**src/rtl/xcmp_pkg.sv**
```systemverilog
package xcmp_pkg;

  typedef enum logic [2:0] {
    K_ZERO, K_NORMAL, K_DENORM, K_PSEUDO_DEN,
    K_INF, K_QNAN, K_SNAN, K_UNSUP
  } opkind_e;

  localparam int ST_IE = 0;
  localparam int ST_DE = 1;
  localparam int ST_ES = 7;
  localparam int ST_C0 = 8;
  localparam int ST_C1 = 9;
  localparam int ST_C2 = 10;
  localparam int ST_C3 = 14;
  localparam int ST_B  = 15;

endpackage

```
**src/rtl/xcmp_operand.sv**
```systemverilog
module xcmp_operand
  import xcmp_pkg::*;
#(
  parameter int EXP_W  = 15,
  parameter int MAN_W  = 64,
  parameter int NEXP_W = EXP_W + 2
) (
  input  logic [EXP_W-1:0]         exp_in,
  input  logic [MAN_W-1:0]         man_in,
  output opkind_e                  kind,
  output logic                     is_zero,
  output logic signed [NEXP_W-1:0] norm_exp,
  output logic [MAN_W-1:0]         norm_man
);
  localparam int LZ_W = $clog2(MAN_W) + 1;

  function automatic logic [LZ_W-1:0] lead_zeros(input logic [MAN_W-1:0] v);
    logic [LZ_W-1:0] n;
    logic hit;
    n   = '0;
    hit = 1'b0;
    for (int i = MAN_W - 1; i >= 0; i--) begin
      if (v[i]) hit = 1'b1;
      else if (!hit) n = n + LZ_W'(1);
    end
    return n;
  endfunction

  logic            exp_max, exp_min, int_bit;
  logic [LZ_W-1:0] shift;

  assign exp_max = &exp_in;
  assign exp_min = ~|exp_in;
  assign int_bit = man_in[MAN_W-1];
  assign shift   = lead_zeros(man_in);

  always_comb begin
    if (exp_max) begin
      if (!int_bit)                    kind = K_UNSUP;
      else if (~|man_in[MAN_W-2:0])    kind = K_INF;
      else if (man_in[MAN_W-2])        kind = K_QNAN;
      else                             kind = K_SNAN;
    end else if (exp_min) begin
      if (~|man_in)                    kind = K_ZERO;
      else if (int_bit)                kind = K_PSEUDO_DEN;
      else                             kind = K_DENORM;
    end else begin
      kind = int_bit ? K_NORMAL : K_UNSUP;
    end
  end

  assign is_zero = (kind == K_ZERO);

  always_comb begin
    norm_exp = NEXP_W'(exp_in);
    norm_man = man_in;
    if (kind == K_DENORM) begin
      norm_man = man_in << shift;
      norm_exp = NEXP_W'(1) - NEXP_W'(shift);
    end else if (kind == K_PSEUDO_DEN) begin
      norm_exp = NEXP_W'(1);
    end
  end

  always_comb begin
    if (kind == K_DENORM)
      assert_denorm_top_bit_R5: assert (norm_man[MAN_W-1] && norm_exp <= 0)
        else $error("denormal left unnormalized");
  end

endmodule

```
**src/rtl/xcmp_order.sv**
```systemverilog
module xcmp_order #(
  parameter int MAN_W  = 64,
  parameter int NEXP_W = 17
) (
  input  logic                     sign_a,
  input  logic                     zero_a,
  input  logic signed [NEXP_W-1:0] exp_a,
  input  logic [MAN_W-1:0]         man_a,
  input  logic                     sign_b,
  input  logic                     zero_b,
  input  logic signed [NEXP_W-1:0] exp_b,
  input  logic [MAN_W-1:0]         man_b,
  output logic                     is_eq,
  output logic                     is_lt
);
  logic same_mag, mag_lt;

  assign same_mag = (man_a == man_b) && (exp_a == exp_b);
  assign mag_lt   = (exp_a < exp_b) || ((exp_a == exp_b) && (man_a < man_b));
  assign is_eq    = same_mag && ((sign_a == sign_b) || (zero_a && zero_b));

  always_comb begin
    is_lt = 1'b0;
    if (!is_eq) begin
      if (sign_a && !sign_b)     is_lt = 1'b1;
      else if (sign_a == sign_b) begin
        if (zero_a)              is_lt = !sign_a;
        else if (zero_b)         is_lt = sign_a;
        else                     is_lt = sign_a ^ mag_lt;
      end
    end
  end

  always_comb begin
    assert_eq_lt_exclusive_R11: assert (!(is_eq && is_lt))
      else $error("equal and less both reported");
  end

endmodule

```
**src/rtl/xfp_compare_unit.sv**
```systemverilog
module xfp_compare_unit
  import xcmp_pkg::*;
#(
  parameter int EXP_W = 15,
  parameter int MAN_W = 64,
  parameter int SW_W  = 16
) (
  input  logic                         clk,
  input  logic                         rst_n,
  input  logic                         in_valid,
  input  logic [EXP_W+MAN_W:0]         op_a,
  input  logic [EXP_W+MAN_W:0]         op_b,
  input  logic                         quiet_mode,
  input  logic                         flag_mode,
  input  logic                         inv_mask,
  input  logic                         den_mask,
  input  logic [SW_W-1:0]              status_in,
  output logic                         done,
  output logic [SW_W-1:0]              status_out,
  output logic                         flag_zf,
  output logic                         flag_pf,
  output logic                         flag_cf
);
  localparam int OP_W   = EXP_W + MAN_W + 1;
  localparam int NEXP_W = EXP_W + 2;

  logic [OP_W-1:0] op_q [2];
  logic            quiet_q, flag_q, im_q, dm_q, done_q;
  logic [SW_W-1:0] st_q;

  always_ff @(posedge clk or negedge rst_n) begin
    if (!rst_n) begin
      op_q[0] <= '0;
      op_q[1] <= '0;
      quiet_q <= 1'b0;
      flag_q  <= 1'b0;
      im_q    <= 1'b1;
      dm_q    <= 1'b1;
      st_q    <= '0;
      done_q  <= 1'b0;
    end else begin
      done_q <= in_valid;
      if (in_valid) begin
        op_q[0] <= op_a;
        op_q[1] <= op_b;
        quiet_q <= quiet_mode;
        flag_q  <= flag_mode;
        im_q    <= inv_mask;
        dm_q    <= den_mask;
        st_q    <= status_in;
      end
    end
  end

  opkind_e                  kind    [2];
  logic                     zero_v  [2];
  logic signed [NEXP_W-1:0] nexp    [2];
  logic [MAN_W-1:0]         nman    [2];

  for (genvar g = 0; g < 2; g++) begin : g_opnd
    xcmp_operand #(.EXP_W(EXP_W), .MAN_W(MAN_W), .NEXP_W(NEXP_W)) u_opnd (
      .exp_in   (op_q[g][MAN_W +: EXP_W]),
      .man_in   (op_q[g][MAN_W-1:0]),
      .kind     (kind[g]),
      .is_zero  (zero_v[g]),
      .norm_exp (nexp[g]),
      .norm_man (nman[g])
    );
  end

  logic ord_eq, ord_lt;

  xcmp_order #(.MAN_W(MAN_W), .NEXP_W(NEXP_W)) u_order (
    .sign_a (op_q[0][OP_W-1]), .zero_a (zero_v[0]),
    .exp_a  (nexp[0]),         .man_a  (nman[0]),
    .sign_b (op_q[1][OP_W-1]), .zero_b (zero_v[1]),
    .exp_b  (nexp[1]),         .man_b  (nman[1]),
    .is_eq  (ord_eq),
    .is_lt  (ord_lt)
  );

  // Named events shared by the result logic and the assertions.
  logic any_unsup, any_nan, any_snan, any_den;
  assign any_unsup = (kind[0] == K_UNSUP) || (kind[1] == K_UNSUP);
  assign any_snan  = (kind[0] == K_SNAN)  || (kind[1] == K_SNAN);
  assign any_nan   = any_snan || (kind[0] == K_QNAN) || (kind[1] == K_QNAN);
  assign any_den   = (kind[0] == K_DENORM) || (kind[0] == K_PSEUDO_DEN)
                  || (kind[1] == K_DENORM) || (kind[1] == K_PSEUDO_DEN);

  logic c0, c2, c3, ie, de, es;

  always_comb begin
    {c0, c2, c3, ie, de, es} = '0;
    if (any_unsup) begin
      {c0, c2, c3, ie} = 4'b1111;
      es = !im_q;
    end else if (any_nan) begin
      {c0, c2, c3} = 3'b111;
      ie = !quiet_q || any_snan;
      es = ie && !im_q;
    end else begin
      c3 = ord_eq;
      c0 = ord_lt;
      de = any_den;
      es = any_den && !dm_q;
    end
  end

  always_comb begin
    status_out        = st_q;
    status_out[ST_IE] = ie;
    status_out[ST_DE] = de;
    status_out[ST_ES] = es;
    status_out[ST_B]  = es;
    if (!flag_q) begin
      status_out[ST_C0] = c0;
      status_out[ST_C1] = 1'b0;
      status_out[ST_C2] = c2;
      status_out[ST_C3] = c3;
    end
  end

  assign flag_zf = c3;
  assign flag_pf = c2;
  assign flag_cf = c0;
  assign done    = done_q;

  assert_done_follows_R1: assert property (@(posedge clk) disable iff (!rst_n)
    in_valid |=> done);
  assert_done_only_after_R1: assert property (@(posedge clk) disable iff (!rst_n)
    done |-> $past(in_valid));
  assert_unsup_pattern_R2: assert property (@(posedge clk) disable iff (!rst_n)
    (done && any_unsup) |-> (flag_zf && flag_pf && flag_cf
                             && status_out[ST_IE] && !status_out[ST_DE]));
  assert_nan_unordered_R3: assert property (@(posedge clk) disable iff (!rst_n)
    (done && any_nan && !any_unsup) |-> (flag_zf && flag_pf && flag_cf
                                         && !status_out[ST_DE]));
  assert_quiet_nan_no_ie_R4: assert property (@(posedge clk) disable iff (!rst_n)
    (done && quiet_q && any_nan && !any_snan && !any_unsup) |-> !status_out[ST_IE]);
  assert_summary_pair_R7: assert property (@(posedge clk) disable iff (!rst_n)
    done |-> (status_out[ST_ES] == status_out[ST_B]));
  assert_single_relation_R11: assert property (@(posedge clk) disable iff (!rst_n)
    (done && !flag_pf) |-> !(flag_zf && flag_cf));
  assert_flag_keep_cc_R12: assert property (@(posedge clk) disable iff (!rst_n)
    (done && flag_q) |-> (status_out[ST_C3] == st_q[ST_C3] && status_out[ST_C2] == st_q[ST_C2]
                          && status_out[ST_C1] == st_q[ST_C1] && status_out[ST_C0] == st_q[ST_C0]));
  assert_flag_mirror_R12: assert property (@(posedge clk) disable iff (!rst_n)
    (done && !flag_q) |-> (flag_zf == status_out[ST_C3] && flag_pf == status_out[ST_C2]
                           && flag_cf == status_out[ST_C0] && !status_out[ST_C1]));

endmodule

```
**config.mk**
```make
export PLATFORM = sky130hd
export DESIGN_NAME = xfp_compare_unit
export DESIGN_NICKNAME = d
export VERILOG_FILES = /design/src/rtl/xcmp_pkg.sv /design/src/rtl/xcmp_operand.sv /design/src/rtl/xcmp_order.sv /design/src/rtl/xfp_compare_unit.sv
export SDC_FILE = /design/constraint.sdc
export NUM_CORES = 1
export LEC_CHECK = 0
export BUFFER_PORTS_ARGS = -buffer_cell sky130_fd_sc_hd__buf_2
export CAP_MARGIN = 5
export CORE_ASPECT_RATIO = 1.25
export CORE_MARGIN = 1
export CORE_UTILIZATION = 66
export CTS_BUF_LIST = sky130_fd_sc_hd__clkbuf_8
export DETAILED_ROUTE_END_ITERATION = 6
export GPL_TIMING_DRIVEN = 0
export PLACE_DENSITY = 0.95
export SYNTH_ARGS = -nofsm -noshare
export SYNTH_HDL_FRONTEND = slang
export SYNTH_SLANG_ARGS = --single-unit
export TNS_END_PERCENT = 100
```
**constraint.sdc**
```tcl
create_clock -name clk -period 50.9 [get_ports clk]
set_input_delay 5.09 -clock clk [delete_from_list [all_inputs] [get_ports clk]]
set_output_delay 5.09 -clock clk [all_outputs]
set_load 0.05 [all_outputs]
```
==> results of run 1 <==
==> layer usage <==
metal  overflow  GRT usage (%)
met1          0           57.8
met2          2           88.1
met3          0           21.8
met4          6           59.6
met5          0              0
==> logic make-up after synthesis <==
kind of cell / count (synthesis)
AND/OR/NAND/NOR: 2219
flip-flops: 177
AO/OA/AOI/OAI: 1287
XOR/XNOR: 456
buffers and inverters: 517
adder cells (fa/ha/maj): 222
other: 1
multiplexers: 543
==> cell usage after synthesis, drive strengths merged (60+ instances only) <==
cell type	n	area share (%)
a21oi	337	4.3
a31oi	60	0.99
and3	104	1.7
buf	102	1.5
clkbuf	267	2.6
dfrtp	175	11
ha	203	6.5
inv	144	1.4
mux2	177	5.1
mux2i	365	9.3
nand2	660	6.3
nand2b	105	1.7
nand3	176	2.2
nand4	66	1.1
nor2	528	5.1
nor2b	114	1.8
nor3	165	2.1
o21ai	340	4.3
xnor2	281	6.6
xor2	124	3.1
==> metrics by stage <==
step	setup WS (ns)	cells
after floorplan	8.66	5422
after CTS	1.34	6412
after global placement	3.06	6377
after detailed placement	2.25	6380
==> flow_metrics.py, run 1 <==
metrics = {
    "cts": {
        "cts_hold_buffers_added": 0,
        "ctsRootBufferMaster": "sky130_fd_sc_hd__clkbuf_8",
        "cts.repair.resized": 0,
        "ctsHtreeMaxLevel": 4,
        "tritoncts.num_buffers": 17,
        "deepest_clock_path_buffer_count": 2,
        "clkSinkCount": 177,
        "post-cts-setup-buffer-count": 0,
    },
    "floorplanning": {
        "floorplan.rows": 99,
        "die_h_um": 275,
        "start_util_pct": 67.1,
        "ios": 203,
        "dieWidth_um": 220,
    },
    "logic_synthesis": {
        "yosysWarnings": 0,
        "post_synth.cell_area_avg_um2": 7.25,
        "synth-adder-area-share_pct": 6.95,
        "synth_edf_count": 0,
        "synth_simple_gate_area_share_pct": 27.5,
        "yosys.area_share.xor_xnor_pct": 12.7,
        "synth_flop_cell": "sky130_fd_sc_hd__dfrtp_1",
        "number_of_distinct_standard_cells_referenced_by_the_synthesized_netlist": 120,
        "compound_gate_fraction_of_synth_area_pct": 21.6,
        "sequential_share_of_the_synthesized_area_pct": 11.3,
        "synth-async-reset-ratio_pct": 100,
        "net_count_after_synthesis": 5808,
        "post_synth_instance_area_um2": 39300,
        "portion_of_netlist_area_occupied_by_mux_cells_pct": 14.5,
        "syn-instance-count": 5422,
        "synth_top_family_by_area": "simple AND/OR/NAND/NOR gates",
        "postSynthRegisterBits": 177,
    },
    "placement": {
        "place.detailed.hpwl_mm": 133,
        "placed_area_um2": 41300,
        "port_buffers": 198,
        "routabilityCongestion": 1.17,
    },
    "global_routing": {
        "grt_pass1_vias": 46600,
        "overflow": 8,
        "grt_max_degree": 105,
        "gr-usage-all-layers_pct": 57.3,
        "grt_first_pass_wirelength_mm": 267,
    },
    "outcome": {
        "failed_stage": "global routing",
        "stop_error": "[ERROR GRT-0116] Global routing finished with congestion. Check the congestion regions in the DRC Viewer.",
        "run_status": "did not finish",
    },
}
==> inputs of run 2 (changes only) <==
--- a/config.mk
+++ b/config.mk
@@ -7,13 +7,11 @@
 export LEC_CHECK = 0
 export BUFFER_PORTS_ARGS = -buffer_cell sky130_fd_sc_hd__buf_2
 export CAP_MARGIN = 5
-export CORE_ASPECT_RATIO = 1.25
 export CORE_MARGIN = 1
-export CORE_UTILIZATION = 66
-export CTS_BUF_LIST = sky130_fd_sc_hd__clkbuf_8
+export CORE_UTILIZATION = 40
 export DETAILED_ROUTE_END_ITERATION = 6
 export GPL_TIMING_DRIVEN = 0
-export PLACE_DENSITY = 0.95
+export PLACE_DENSITY_LB_ADDON = 0.15
 export SYNTH_ARGS = -nofsm -noshare
 export SYNTH_HDL_FRONTEND = slang
 export SYNTH_SLANG_ARGS = --single-unit
==> run 2 against run 1 <==
Net effect:
- the flow now finishes, with violations (DRC)
- area after synthesis unchanged
- synthesized cell count did not move
==> flow_metrics.py, run 2 <==
metrics = {
    "logic_synthesis": {
        "syn-instance-count": 5422,
        "yosysTopAreaCell": "sky130_fd_sc_hd__dfrtp_1",
        "number_of_distinct_standard_cells_referenced_by_the_synthesized_netlist": 120,
        "yosysWarnings": 0,
        "post_synth.cell_area_avg_um2": 7.25,
        "synth-async-reset-ratio_pct": 100,
        "sequential_share_of_the_synthesized_area_pct": 11.3,
        "synth_edf_count": 0,
        "postSynthRegisterBits": 177,
        "net_count_after_synthesis": 5808,
        "synth.top_cells.by_area": "sky130_fd_sc_hd__dfrtp_1, sky130_fd_sc_hd__mux2i_1, sky130_fd_sc_hd__ha_1",
        "synth_flop_cell": "sky130_fd_sc_hd__dfrtp_1",
        "post_synth_instance_area_um2": 39300,
        "post_synth_most_frequent_cells": "sky130_fd_sc_hd__nand2_1, sky130_fd_sc_hd__nor2_1, sky130_fd_sc_hd__mux2i_1",
        "synthMostInstantiatedCell": "sky130_fd_sc_hd__nand2_1",
        "synth_top_area_share_pct": 11.1,
    },
    "worst_setup_path": {
        "worstReg2RegStart": "op_q[36]$_DFFE_PN0P_",
        "cp_max_fo": 10,
        "cp-end-kind": "output pin",
        "worstSetupPathType": "reg2out",
        "worst_path_required_time_ns": 45.81,
        "crit_path_start_kind": "register",
        "cpMaxStageDelayCell": "sky130_fd_sc_hd__xnor2_1",
        "rr_worst_depth": 3,
        "critical_path_most_common_cell": "sky130_fd_sc_hd__ha_1",
        "rrSetupSlack_ns": 49.08,
        "regToRegEndpoint": "op_q[36]$_DFFE_PN0P_",
        "cp.arrival_ns": 42.64,
        "crit_path_max_incr_delay_ns": 0.57,
    },
    "global_routing": {
        "gr-usage-all-layers_pct": 34.0,
        "antenna_found_initial": 2,
        "grt_pass1_vias": 40700,
        "grt_first_pass_wirelength_mm": 257,
        "grt_max_degree": 101,
        "overflow": 0,
    },
    "outcome": {
        "run_status": "finished, violations left",
        "violated_checks": "DRC",
    },
    "placement": {
        "place.detailed.hpwl_mm": 142,
        "port_buffers": 198,
        "routabilityCongestion": 1.04,
        "placed_area_um2": 42000,
    },
    "sta": {
        "period_minus_slack_ns": 47.73,
        "setup-tns-final_ns": 0,
        "slew-limit-headroom_pct": 9.43,
        "finalHoldViolCount": 0,
        "clock-skew-final_ns": 0,
        "clock.fmax_mhz": 21.0,
        "rsz_0062_raised_after_global_routing": "no",
        "setup_viol": 0,
        "worst-slew-pin-transition_ns": 1.35,
        "finalCritPeriodShare_pct": 93.8,
        "maxSlewViolCount": 0,
    },
    "power_and_ir_drop": {
        "power.share.combinational_pct": 64.2,
        "power.switching_fraction_pct": 52.8,
        "powerDensity_nw_per_um2": 20.9,
        "irDropWorstVdd_uv": 21.6,
        "p_leak_nw": 17.8,
        "sequentialPowerShare_pct": 19.1,
        "share_clk_of_total_power_pct": 16.7,
        "power_report.internal_total_w": 0.000422,
        "total_switching_power_w": 0.000471,
    },
    "layout": {
        "fillCellCount": 10300,
        "multi_input_area_um2": 32800,
        "syn_to_final_growth_pct": 8.54,
        "top_library_cells_by_usage_in_the_layout_fill_and_taps_aside": "sky130_fd_sc_hd__nand2_1, sky130_fd_sc_hd__nor2_1, sky130_fd_sc_hd__mux2i_1",
        "largest_register_ff_count": 160,
        "seqCellArea_um2": 4430,
        "final_nets": 6028,
        "stdcell_area_um2": 42700,
        "final_layout_size_suffix_gt1_share_pct": 12.0,
        "largest_register": "op_q",
        "layout_top_registers": "op_q: 160 flops, st_q: 12 flops",
        "layout_commonest_cell": "sky130_fd_sc_hd__nand2_1",
    },
    "cts": {
        "clkTransAtPathRegs_ns": 0.08,
        "ctsHtreeMaxLevel": 4,
        "ctsRootBufferMaster": "sky130_fd_sc_hd__clkbuf_16",
        "cts_tree": "yes",
        "clkSinkCount": 177,
        "tritoncts.num_buffers": 17,
        "clock_insertion_delay_worst_skew_ns": 0.53,
        "deepest_clock_path_buffer_count": 2,
    },
    "drt": {
        "firstDrtPassIters": 7,
        "drt_wl_total_mm": 173,
        "detail_route.drc_violations": 2,
        "detail-route-antenna-nets": 0,
        "drt_first_iter_violations": 3574,
        "dr_total_vias": 42700,
        "routedWlPerCell_um": 25.0,
        "route.detailed.vias_per_inst": 6.16,
    },
    "min_path": {
        "holdPathStages": 1,
        "min_to": "st_q[3]$_DFFE_PN0P_",
        "worst_hold_startpoint": "st_q[3]$_DFFE_PN0P_",
        "min_path_type": "reg2reg",
    },
    "floorplanning": {
        "ios": 203,
        "start_util_pct": 40.5,
        "design.core.area_um2": 97000,
        "floorplan.rows": 114,
        "die_h_um": 315,
        "die-area_um2": 99500,
        "dieWidth_um": 315,
    },
    "job": {
        "maxCapViolations": 0,
    },
}
## run 2: cell counts after synthesis
Identical to the previous run, type by type.
## run 2: area by class of cell
cell class / instances / area share (%)
multi-input combinational: 4728 / 76.9
timing repair buffer: 202 / 2.46
sequential: 177 / 10.4
tap: 1276 / 3.74
antenna: 1 / 0.00587
buffer: 370 / 3.82
clock inverter: 13 / 0.340
clock buffer: 19 / 1.04
inverter: 146 / 1.28
## run 2: worst max-delay path: cells and delay by family, from the launching register on
kind	cells	cell delay (ns)
compound gates	84	16.35
xor+xnor	8	2.10
fa+ha+maj	32	9.49
buf+inv	16	3.17
flops	1	0.42
mux	22	4.07
simple gates	49	6.43
## run 2: cells by family after synthesis
group	Yosys count	synth area share, %
simple gates	2219	27.5
compound gates	1287	21.6
mux	543	14.5
buf+inv	517	5.47
xor+xnor	456	12.7
fa+ha+maj	222	6.95
flops	177	11.3
other cells	1	0.00954
## run 2: what timing repair did
action                                  4_1_cts  5_1_grt
resized for setup                             0       62
endpoints found under the setup margin        0        4
hold buffers                                  0        0
buffers inserted                              0        0
## run 2: worst max-delay path by stage
| stage | end | start | cells after the start | slack, ns |
|---|---|---|---|---|
| floorplan | status_out[8] | op_q[62]$_DFFE_PN0P_ | 216 | 8.66 |
| global placement | status_out[8] | op_q[60]$_DFFE_PN0P_ | 206 | 1.93 |
| detailed placement | status_out[8] | op_q[62]$_DFFE_PN0P_ | 208 | 1.96 |
| CTS | status_out[8] | op_q[62]$_DFFE_PN0P_ | 208 | 1.17 |
| global route | status_out[8] | op_q[62]$_DFFE_PN0P_ | 212 | 0.004 |
| finish | status_out[8] | op_q[62]$_DFFE_PN0P_ | 211 | 3.17 |
## run 2: metal layers
layer  global-route usage [%]  up-vias  routed length, um
met5                        0        -                  0
met4                     20.6        0              11200
met3                     3.49      433               8530
met2                     58.6     1619              83400
met1                     40.7    20500              70300
li1                         -    20100                  -
## run 2: through the flow
step / power [W] / hold WS, ns / util (%) / setup WS, ns / std cells
floorplan: 0.000542 / 0.473 / - / 8.66 / 5422
finish: 0.000893 / 0.512 / 44.0 / 3.17 / 6932
detailed placement: 0.000725 / 0.491 / 43.3 / 1.96 / 6899
global route: 0.000941 / 0.521 / 44.0 / 0.00360 / 6932
CTS: 0.000877 / 0.514 / 43.9 / 1.17 / 6931
global placement: 0.000726 / 0.485 / 43.2 / 1.93 / 6896
## run 2: power groups by stage
stage                     Sequential (W)  Clock, W  Combinational [W]
final                           0.000171  0.000149           0.000574
after global routing            0.000173  0.000156           0.000613
after CTS                       0.000170  0.000152           0.000555
after detailed placement        0.000173         0           0.000552
after global placement          0.000173         0           0.000553
after floorplan                 0.000166         0           0.000376
Power figures use the tool's default switching activity.
==> inputs of run 3 (changes only) <==
==> constraint.sdc (replaced) <==
create_clock -name clk -period 56.2 [get_ports clk]
set_input_delay 5.62 -clock clk [delete_from_list [all_inputs] [get_ports clk]]
set_output_delay 5.62 -clock clk [all_outputs]
set_load 0.05 [all_outputs]
==> run 3 against run 2 <==
Net effect:
- the flow still finishes with violations (DRC)
- sequential cell count unchanged
- die area is the same
- first-iteration DRC count is 2.0% lower
- core utilization fell by 0.11 points
- register-to-register slack improved by 5.3 ns
- wire length shrank 0.17%
- via count shrank 0.43%
- critical path type unchanged
==> flow_metrics.py, run 3 (synthesis results as in run 2) <==
metrics = {
    "power_and_ir_drop": {
        "share_clk_of_total_power_pct": 16.7,
        "power.switching_fraction_pct": 52.7,
        "irDropWorstVdd_uv": 19.6,
        "power_report.internal_total_w": 0.000381,
        "p_leak_nw": 17.7,
        "total_switching_power_w": 0.000425,
        "power.share.combinational_pct": 64.1,
        "sequentialPowerShare_pct": 19.2,
        "powerDensity_nw_per_um2": 18.9,
    },
    "layout": {
        "final_nets": 6029,
        "stdcell_area_um2": 42500,
        "syn_to_final_growth_pct": 8.28,
        "final_layout_size_suffix_gt1_share_pct": 11.4,
        "largest_register": "op_q",
        "seqCellArea_um2": 4430,
        "final_cells": 6933,
        "layout_commonest_cell": "sky130_fd_sc_hd__nand2_1",
        "top_library_cells_by_usage_in_the_layout_fill_and_taps_aside": "sky130_fd_sc_hd__nand2_1, sky130_fd_sc_hd__nor2_1, sky130_fd_sc_hd__mux2i_1",
        "multi_input_area_um2": 32700,
        "fillCellCount": 10300,
        "largest_register_ff_count": 160,
        "layout_top_registers": "op_q: 160 flops, st_q: 12 flops",
    },
    "cts": {
        "ctsRootBufferMaster": "sky130_fd_sc_hd__clkbuf_16",
        "cts_tree": "yes",
        "clock_insertion_delay_worst_skew_ns": 0.53,
        "cts_hold_buffers_added": 0,
        "ctsHtreeMaxLevel": 4,
        "cts.repair.resized": 0,
        "deepest_clock_path_buffer_count": 2,
        "post-cts-setup-buffer-count": 0,
        "clkSinkCount": 177,
        "clkTransAtPathRegs_ns": 0.08,
        "tritoncts.num_buffers": 17,
    },
    "worst_setup_path": {
        "crit_path_max_incr_delay_ns": 1.13,
        "crit_path_start_kind": "register",
        "worstSetupPathType": "reg2out",
        "cp_max_fo": 10,
        "worstSetupStartpoint": "op_q[62]$_DFFE_PN0P_",
        "worst_path_required_time_ns": 50.58,
        "critPathTopFamily": "compound AO/OA/AOI/OAI gates",
        "rr_worst_depth": 3,
        "crit_cells": 214,
        "cp.arrival_ns": 45.46,
        "cp-end-kind": "output pin",
        "path_buf_inv": 18,
        "rrSetupSlack_ns": 54.37,
        "regToRegEndpoint": "op_q[36]$_DFFE_PN0P_",
        "cpMaxStageDelayCell": "sky130_fd_sc_hd__a2111oi_0",
        "critical_path_most_common_cell": "sky130_fd_sc_hd__ha_1",
        "worstReg2RegStart": "op_q[36]$_DFFE_PN0P_",
    },
    "placement": {
        "place.detailed.hpwl_mm": 142,
        "placed_area_um2": 42000,
        "port_buffers": 198,
        "detailedPlace.worstSlack_ns": 6.73,
        "routabilityCongestion": 1.04,
        "dpl.cell_count": 6899,
    },
    "drt": {
        "detail-route-antenna-nets": 0,
        "dr_total_vias": 42500,
        "route.detailed.vias_per_inst": 6.14,
        "firstDrtPassIters": 7,
        "detail_route.drc_violations": 7,
        "routedWlPerCell_um": 25.0,
        "drt_wl_total_mm": 173,
        "drt_first_iter_violations": 3504,
    },
    "sta": {
        "fin_ws_ns": 5.12,
        "setup_viol": 0,
        "slew-limit-headroom_pct": 9.58,
        "maxSlewViolCount": 0,
        "clock-skew-final_ns": 0,
        "setup-tns-final_ns": 0,
        "period_minus_slack_ns": 51.08,
        "clock.fmax_mhz": 19.6,
        "finalHoldViolCount": 0,
        "finalCritPeriodShare_pct": 90.9,
        "fin_worst_hold_slack_ns": 0.512,
        "worst-slew-pin-transition_ns": 1.35,
        "rsz_0062_raised_after_global_routing": "no",
    },
    "floorplanning": {
        "ios": 203,
        "start_util_pct": 40.5,
        "floorplan.rows": 114,
        "design.core.area_um2": 97000,
        "die-area_um2": 99500,
        "die_h_um": 315,
        "dieWidth_um": 315,
    },
    "outcome": {
        "run_status": "finished, violations left",
        "violated_checks": "DRC",
    },
    "min_path": {
        "holdPathStages": 1,
        "worst_hold_startpoint": "st_q[3]$_DFFE_PN0P_",
        "min_path_type": "reg2reg",
        "min_to": "st_q[3]$_DFFE_PN0P_",
    },
    "global_routing": {
        "antenna_found_initial": 2,
        "overflow": 0,
        "grt_first_pass_wirelength_mm": 257,
        "grt_max_degree": 101,
        "grt_pass1_vias": 40700,
        "gr-usage-all-layers_pct": 34.0,
    },
    "job": {
        "maxCapViolations": 0,
    },
}
## run 3: worst max path at each step
stage | endpoint | slack, ns
finish | status_out[8] | 5.12
global route | status_out[8] | 1.63
CTS | status_out[8] | 5.94
detailed placement | status_out[8] | 6.73
global placement | status_out[8] | 6.70
floorplan | status_out[8] | 13.43
## run 3: routing by layer
metal  share of wire, %  wire (um)  GRT usage (%)
met2                 48      83500           58.6
met3                5.0       8690           3.49
met1                 40      70000           40.7
met4                6.3      11000           20.6
met5                  0          0              0
## run 3: stage by stage
stage	utilization [%]	power, W
floorplan	-	0.000491
global placement	43.2	0.000658
detailed placement	43.3	0.000657
CTS	43.9	0.000795
global route	43.9	0.000851
finish	43.9	0.000806
## run 3: layout make-up
| type | instances | area share, % |
|---|---|---|
| multi-input cells | 4728 | 76.9 |
| flip-flops and latches | 177 | 10.4 |
| plain buffers | 371 | 3.76 |
| well taps | 1276 | 3.75 |
| repair buffers | 202 | 2.47 |
| inverters | 146 | 1.29 |
| clock buffers | 19 | 1.04 |
| clock inverters | 13 | 0.341 |
| diodes | 1 | 0.00588 |
## run 3: worst reg2reg max path, delay by kind of cell (launching register included)
family	cells	cell delay (ns)
buffers and inverters	2	1.13
AOI/OAI and AO/OA	1	0.28
DFF	1	0.34
## run 3: power by group through the flow
stage               sequential [W]  combinational (W)  clock, W
CTS                       0.000154           0.000503  0.000138
floorplan                 0.000150           0.000341         0
detailed placement        0.000157           0.000500         0
global placement          0.000157           0.000501         0
finish                    0.000155           0.000517  0.000135
global route              0.000156           0.000553  0.000142
